===== src/rtl/ext_irq_pkg.sv =====
package ext_irq_pkg;
  localparam int LINE_COUNT = 2;
  localparam int EN_BIT     = 16;
  localparam int LVL_BIT    = 9;
  localparam int POL_BIT    = 8;

  // Control-to-datapath bundle: per-line configuration and history reloads
  typedef struct packed {
    logic [LINE_COUNT-1:0] lineEn;
    logic [LINE_COUNT-1:0] lineLevel;
    logic [LINE_COUNT-1:0] linePol;
    logic [LINE_COUNT-1:0] histReload;
  } ctlStrobes_t;
endpackage


===== src/rtl/ext_irq_sync.sv =====
module ext_irq_sync #(
  parameter int STAGES = 2
) (
  input  logic clk,
  input  logic rstN,
  input  logic din,
  output logic dout
);
  logic [STAGES-1:0] chain;

  always_ff @(posedge clk) begin
    if (!rstN) chain <= '0;
    else       chain <= {chain[STAGES-2:0], din};
  end

  assign dout = chain[STAGES-1];
endmodule


===== src/rtl/ext_irq_regs.sv =====
module ext_irq_regs
  import ext_irq_pkg::*;
#(
  parameter int ADDR_W        = 8,
  parameter int DATA_W        = 32,
  parameter int SETTLE_CYCLES = 4
) (
  input  logic              clk,
  input  logic              rstN,
  input  logic              busEn,
  input  logic              busWr,
  input  logic [ADDR_W-1:0] busAddr,
  input  logic [DATA_W-1:0] busWdata,
  output logic [DATA_W-1:0] busRdata,
  output ctlStrobes_t       ctl,
  output logic              statusReady
);
  localparam int CNT_W      = $clog2(SETTLE_CYCLES + 1);
  localparam int STAT_OFF   = 0;
  localparam int CFG_BASE   = 4;
  localparam int CFG_STRIDE = 4;

  logic [LINE_COUNT-1:0] enQ, lvlQ, polQ;
  logic [LINE_COUNT-1:0] cfgHit;
  logic [CNT_W-1:0]      settleCnt;
  logic                  unusedWdata;

  genvar gi;
  generate
    for (gi = 0; gi < LINE_COUNT; gi++) begin : g_dec
      assign cfgHit[gi] = busEn && busWr &&
                          (busAddr == ADDR_W'(CFG_BASE + CFG_STRIDE * gi));
    end
  endgenerate

  always_ff @(posedge clk) begin
    if (!rstN) begin
      enQ  <= '0;
      lvlQ <= '0;
      polQ <= '0;
    end else begin
      for (int i = 0; i < LINE_COUNT; i++) begin
        if (cfgHit[i]) begin
          enQ[i]  <= busWdata[EN_BIT];
          lvlQ[i] <= busWdata[LVL_BIT];
          polQ[i] <= busWdata[POL_BIT];
        end
      end
    end
  end

  // Settle counter restarts on any configuration write
  always_ff @(posedge clk) begin
    if (!rstN)                                 settleCnt <= '0;
    else if (|cfgHit)                          settleCnt <= '0;
    else if (settleCnt != CNT_W'(SETTLE_CYCLES)) settleCnt <= settleCnt + 1'b1;
  end

  assign statusReady = (settleCnt == CNT_W'(SETTLE_CYCLES));

  always_comb begin
    busRdata = '0;
    if (busEn) begin
      if (busAddr == ADDR_W'(STAT_OFF)) busRdata[0] = statusReady;
      for (int i = 0; i < LINE_COUNT; i++) begin
        if (busAddr == ADDR_W'(CFG_BASE + CFG_STRIDE * i)) begin
          busRdata[EN_BIT]  = enQ[i];
          busRdata[LVL_BIT] = lvlQ[i];
          busRdata[POL_BIT] = polQ[i];
        end
      end
    end
  end

  assign ctl.lineEn     = enQ;
  assign ctl.lineLevel  = lvlQ;
  assign ctl.linePol    = polQ;
  assign ctl.histReload = cfgHit;

  assign unusedWdata = ^{busWdata[DATA_W-1:EN_BIT+1], busWdata[EN_BIT-1:LVL_BIT+1],
                         busWdata[POL_BIT-1:0]};
endmodule


===== src/rtl/ext_irq_lines.sv =====
module ext_irq_lines
  import ext_irq_pkg::*;
#(
  parameter int SYNC_STAGES = 2
) (
  input  logic                  clk,
  input  logic                  rstN,
  input  logic [LINE_COUNT-1:0] extPin,
  input  ctlStrobes_t           ctl,
  output logic [LINE_COUNT-1:0] irqOut
);
  genvar gi;
  generate
    for (gi = 0; gi < LINE_COUNT; gi++) begin : g_line
      logic syncPin, hist, edgeActive, riseSeen, fallSeen, levelHit, nextOut;

      ext_irq_sync #(.STAGES(SYNC_STAGES)) u_sync (
        .clk (clk),
        .rstN(rstN),
        .din (extPin[gi]),
        .dout(syncPin)
      );

      assign edgeActive = ctl.lineEn[gi] && !ctl.lineLevel[gi];

      // History follows the pin only while edge sensing; a config write reloads it
      always_ff @(posedge clk) begin
        if (!rstN)                              hist <= 1'b0;
        else if (ctl.histReload[gi] || edgeActive) hist <= syncPin;
      end

      assign riseSeen = syncPin && !hist;
      assign fallSeen = !syncPin && hist;
      assign levelHit = syncPin ~^ ctl.linePol[gi];
      assign nextOut  = ctl.lineEn[gi] &&
                        (ctl.lineLevel[gi] ? levelHit
                                           : (ctl.linePol[gi] ? fallSeen : riseSeen));

      always_ff @(posedge clk) begin
        if (!rstN) irqOut[gi] <= 1'b0;
        else       irqOut[gi] <= nextOut;
      end
    end
  endgenerate
endmodule


===== src/rtl/ext_irq_cond.sv =====
module ext_irq_cond
  import ext_irq_pkg::*;
#(
  parameter int ADDR_W        = 8,
  parameter int DATA_W        = 32,
  parameter int SETTLE_CYCLES = 4,
  parameter int SYNC_STAGES   = 2
) (
  input  logic                  clk,
  input  logic                  rstN,
  input  logic                  busEn,
  input  logic                  busWr,
  input  logic [ADDR_W-1:0]     busAddr,
  input  logic [DATA_W-1:0]     busWdata,
  output logic [DATA_W-1:0]     busRdata,
  input  logic [LINE_COUNT-1:0] extPin,
  output logic [LINE_COUNT-1:0] irqOut
);
  ctlStrobes_t ctl;
  logic        statusReady;

  ext_irq_regs #(
    .ADDR_W(ADDR_W), .DATA_W(DATA_W), .SETTLE_CYCLES(SETTLE_CYCLES)
  ) u_regs (
    .clk(clk), .rstN(rstN), .busEn(busEn), .busWr(busWr), .busAddr(busAddr),
    .busWdata(busWdata), .busRdata(busRdata), .ctl(ctl), .statusReady(statusReady)
  );

  ext_irq_lines #(.SYNC_STAGES(SYNC_STAGES)) u_lines (
    .clk(clk), .rstN(rstN), .extPin(extPin), .ctl(ctl), .irqOut(irqOut)
  );
endmodule


===== config.mk =====
export PLATFORM = sky130hd
export DESIGN_NAME = ext_irq_cond
export DESIGN_NICKNAME = d
export VERILOG_FILES = /design/src/rtl/ext_irq_pkg.sv /design/src/rtl/ext_irq_sync.sv /design/src/rtl/ext_irq_regs.sv /design/src/rtl/ext_irq_lines.sv /design/src/rtl/ext_irq_cond.sv
export SDC_FILE = /design/constraint.sdc
export NUM_CORES = 1
export LEC_CHECK = 0
export BUFFER_PORTS_ARGS = -buffer_cell sky130_fd_sc_hd__buf_2
export CORE_MARGIN = 4
export CORE_UTILIZATION = 40
export DETAILED_ROUTE_END_ITERATION = 7
export GPL_ROUTABILITY_DRIVEN = 0
export PLACE_DENSITY_LB_ADDON = 0.15
export SETUP_SLACK_MARGIN = 0.05
export SLEW_MARGIN = 30
export SYNTH_ARGS = -nofsm -noshare
export SYNTH_HDL_FRONTEND = slang
export SYNTH_SLANG_ARGS = --single-unit

===== constraint.sdc =====
create_clock -name clk -period 1.54 [get_ports clk]
set_input_delay 0.077 -clock clk [delete_from_list [all_inputs] [get_ports clk]]
set_output_delay 0.077 -clock clk [all_outputs]
set_load 0.01 [all_outputs]

# Word level (Yosys, flattened, before mapping)
# Index checks and enable logic that the tools add are counted.
dict set report totals {
  register_bits 17
  input_bits 46
  output_inout_bits 34
  elab_cells 54
}
dict set report classes {
  addsub 1
  n_eq_ne 4
  mux 12
  bitwise 3
  reduce_logical 21
}
# cell count
set op_table {}
lappend op_table {{$logic_and A1 B1 Y1} 11}
lappend op_table {{$mux W1} 9}
lappend op_table {{$eq A8 B3 Y1 const B} 1}
lappend op_table {{$eq A8 B4 Y1 const B} 1}
lappend op_table {{$logic_not A8 Y1} 1}
lappend op_table {{$logic_not A1 Y1} 6}
lappend op_table {{$mux W2} 3}
lappend op_table {{$add A3 B1 Y3 const B} 1}
lappend op_table {{$eq A3 B3 Y1 const B} 1}
lappend op_table {{$ne A3 B3 Y1 const B} 1}
lappend op_table {{$reduce_or A3 Y1} 1}
lappend op_table {{$logic_or A1 B1 Y1} 2}
lappend op_table {{$xnor A1 B1 Y1} 2}
lappend op_table {{$not A1 Y1} 1}

# Logic depth before layout (Yosys ltp)
dict set report logic_depth {
  depth_word 5
  depth_mapped 5
}

# Cells and area by module
# Synthesis repeated with hierarchy kept, for this count alone.
dict set report hier_totals {
  cells_unflattened 121
  area_unflattened_um2 1049.8
}
# module instances cells_each area_each_um2 seq_area_each_um2
set modules_own_cells {}
lappend modules_own_cells {ext_irq_regs 1 86 725.7 180.2}
lappend modules_own_cells {ext_irq_lines 1 27 219.0 80.1}
lappend modules_own_cells {ext_irq_sync 2 4 52.6 40.0}

# Worst setup path before layout
# OpenSTA, ideal clock, no wires.
dict set report synth_timing {
  path_kind {input to register}
  from {input port busAddr[5]}
  to {register u_regs.settleCnt[2]}
  setup_ns 0.133
  arrival_time_ns 1.164
  required_ns 1.407
  setup_slack_ns 0.244
  path_stages 3
  cell_sequence {or4_4 o41ai_2 nor3_1}
}
dict set report synth_via {
  elab_chain_cells 3
}
# element line_no
set synth_lines {}
lappend synth_lines {{start: declaration} ext_irq_cond.sv:13} ;# input logic [ADDR_W-1:0] busAddr,
lappend synth_lines {{$eq A8 B3 Y1 / $eq A8 B4 Y1 (equally long branches)} ext_irq_regs.sv:32} ;# (busAddr == ADDR_W'(CFG_BASE + CFG_STRIDE * gi));
lappend synth_lines {{$logic_and A1 B1 Y1} ext_irq_regs.sv:31} ;# assign cfgHit[gi] = busEn && busWr &&
lappend synth_lines {{$reduce_or A3 Y1 (no line) *} --}
lappend synth_lines {{end signal: assignment} ext_irq_regs.sv:56} ;# else if (settleCnt != CNT_W'(SETTLE_CYCLES)) settleCnt <= settleCnt + 1'b1;
lappend synth_lines {{end: declaration} ext_irq_regs.sv:25} ;# logic [CNT_W-1:0] settleCnt;
# Mark *: on every way between the ends. The rest lies on a longest branch, timed or not.
# A chain may end at the register's enable or synchronous reset.

# Final worst setup path
dict set report layout_timing {
  from {register u_regs.settleCnt[0]}
  to {output port busRdata[0]}
}
dict set report layout_via {
  elab_chain_cells 3
}
# element line_no
set layout_lines {}
lappend layout_lines {{$eq A3 B3 Y1} ext_irq_regs.sv:59} ;# assign statusReady = (settleCnt == CNT_W'(SETTLE_CYCLES));
lappend layout_lines {{$mux W1} ext_irq_regs.sv:64} ;# if (busAddr == ADDR_W'(STAT_OFF)) busRdata[0] = statusReady;
lappend layout_lines {{$mux W1} ext_irq_regs.sv:63} ;# if (busEn) begin
lappend layout_lines {{end: declaration} ext_irq_cond.sv:15} ;# output logic [DATA_W-1:0] busRdata,
# No other way between the ends.

==> impl_metrics.ini <==
[worst_setup_path]
endpoint_kind = output port
slowest_delay_ns = 0.34
startpoint_type = register
critPathRequiredTime_ns = 1.46
critPathMaxFanout = 3
arrival_ns = 1.26
path_class = register to output port
ff2ff_path_depth = 5
path_cells = inv_1 -> ha_1 -> nand2_2 -> nor3_2 -> buf_2
crit_slowest_cell = dfxtp_1

[worst_hold_path]
hold-path-cell-count = 3
hold_path.class = input port to register

[clocking]
h-tree-depth = 1
clkLatencyLatePin_ns = 0.28
clock_sinks = 17
clk_pin_slew_worst_paths_ns = 0.09
cts_buffer_depth = 2
cts_tree = yes
cts-root-buf = clkbuf_4
cts_buffers = 3

[place]
port-buffer-count = 22
hpwlAfterDp_mm = 1.579
dp_slack_ns = 0.03835

[outcome]
status = finished, final reports clean

[logic_synthesis]
synth.area.top_cells = dfxtp_1, buf_4, mux2i_1
synthArstFlopShare = 0
ys_warn_count = 0
synthTopCellsByCount = buf_4, nand2_1, dfxtp_1
avgSynthCellArea_um2 = 8.668
post_synth_num_cell_types = 29
synth_seq_cells = 17
synth_edf_count = 0
yosys.area.top_type = dfxtp_1
yosysSeqAreaShare = 0.3166
netlist.area_leader.share = 0.3166
ys.flop_type = dfxtp_1
syn-instance-count = 124
synth.most_common_cell = buf_4
syn-cell-area_mm2 = 0.001075

[sta]
fin_ws_ns = 0.2025
fmax_mhz = 747.7
final.setup_skew_ns = 0.002507
layout_min_cycle_time_ns = 1.337
tightest_slew_ns = 0.5514
timing.final.crit_share = 0.8685
relSlewSlack = 0.6272
drv_slew = 0
tns_ns = 0
rsz0062_at_grt = false
hold_viol = 0
setup_viol = 0

[grt]
grt_pass1_wl_mm = 3.194
antenna_found_initial = 0
grt_max_degree = 19
grt_usage = 0.1165
grt-ovfl-total = 0
grt_pass1_vias = 739

[power_and_ir_drop]
power_per_cell_area_mw_per_mm2 = 713.9
max-vdd-ir-drop_uv = 492.5
leakagePower_nw = 0.5118

[die]
die_h_um = 59.84
io_pins = 80
die_w_um = 59.84
placeableCoreArea_mm2 = 0.002522
fp-row-count = 18
die_area_mm2 = 0.003580
initial_core_util = 0.4261

[detailed_routing]
drc = 0
ant_nets = 0
dr.pass1.iters = 4
drtIter0Drc = 11
dr_total_vias = 843
vias_per_cell = 4.709
routed_wl_mm = 1.923
wire_per_inst_um = 10.74

[layout]
drive_above_1_share = 0.2282
antenna_cells = 0
final_nets = 198
final_util = 0.4598
syn_to_final_growth_pct = 7.916

[run]
cap_violations = 0
state kept, by name, summed over array words and instances, names as in the netlist:
signal / count
u_lines.g_line.u_sync.chain: 4
u_regs.settleCnt: 3
u_lines.g_line.hist: 2
u_lines.irqOut: 2
u_regs.enQ: 2
u_regs.lvlQ: 2
u_regs.polQ: 2
worst paths after layout:
check                                          startpoint                                      endpoint  slack (ns)
max                      u_regs.settleCnt[0]$_SDFFE_PP0P_                                   busRdata[0]        0.20
min                                           busWdata[9]                   u_regs.lvlQ[1]$_SDFFE_PN0P_        0.06
max reg2reg              u_regs.settleCnt[0]$_SDFFE_PP0P_              u_regs.settleCnt[0]$_SDFFE_PP0P_        0.48
min reg2reg  u_lines.g_line[1].u_sync.chain[0]$_SDFF_PN0_  u_lines.g_line[1].u_sync.chain[1]$_SDFF_PN0_        0.44
area by class of cell:
cell class / instances / area [um2]
fill: 266 / 1363
multi-input combinational: 101 / 614.3
sequential: 17 / 340.3
timing repair buffer: 24 / 130.1
tap: 30 / 37.54
clock buffer: 4 / 26.28
inverter: 3 / 11.26
metal layers:
layer  share of wire  vias up  GRT usage
li1                -      419          -
met3            0.12        5    0.01944
met1            0.42      377     0.1523
met2            0.44       42     0.1790
met4           0.019        0    0.06646
met5               0        -          0
cell usage in the layout, fill, tap and decap left out, types with 2 or more instances in the layout:
master,instances
a211oi_1,2
a21oi_1,3
a22oi_1,3
and2_1,4
and3b_1,2
buf_2,22
clkbuf_4,3
conb_1,28
dfxtp_1,17
dlygate4sd3_1,2
ha_1,2
inv_1,3
mux2i_1,8
nand2_1,17
nor2_1,6
nor2b_1,2
nor3_1,5
nor3_4,2
nor4b_1,2
or4b_4,2
xnor2_1,2
worst max-delay path, delay by kind of cell, from the launching register on:
kind                     cells  cell delay, ns
adder cells (fa/ha/maj)      1            0.20
buffers and inverters        2            0.20
AND/OR/NAND/NOR              2            0.24
flip-flops                   1            0.34
kinds of logic after synthesis:
logic type,after synthesis,share of synthesized area
fa+ha+maj,2,0.02328
xor+xnor,2,0.01630
mux,8,0.07451
other cells,1,0.003489
flops,17,0.3167
buf+inv,33,0.2130
simple gates,50,0.2736
compound gates,11,0.07916
what timing repair did:
| action | CTS | global route |
|---|---|---|
| endpoints found under the hold margin | 2 | 0 |
| resized for setup | 0 | 2 |
| hold buffers | 2 | 0 |
| setup buffers | 0 | 0 |
| endpoints found under the setup margin | 0 | 1 |
through the flow:
stage | hold WS, ns | power [mW] | area (um2) | std cells
2_1_floorplan | 0.2043 | 0.6168 | 1176 | 151
3_5_place_dp | 0.2923 | 0.6044 | 1106 | 173
5_1_grt | 0.05350 | 0.8944 | 1160 | 179
4_1_cts | 0.05519 | 0.8461 | 1152 | 179
6_report | 0.06429 | 0.8280 | 1160 | 179
3_3_place_gp | 0.2856 | 0.5975 | 1106 | 173
power breakdown:
part / switching (mW) / internal, mW
registers: 0.0111 / 0.455
clock network: 0.126 / 0.101
logic: 0.0866 / 0.0485
total: 0.224 / 0.604
Power figures use the tool's default switching activity.
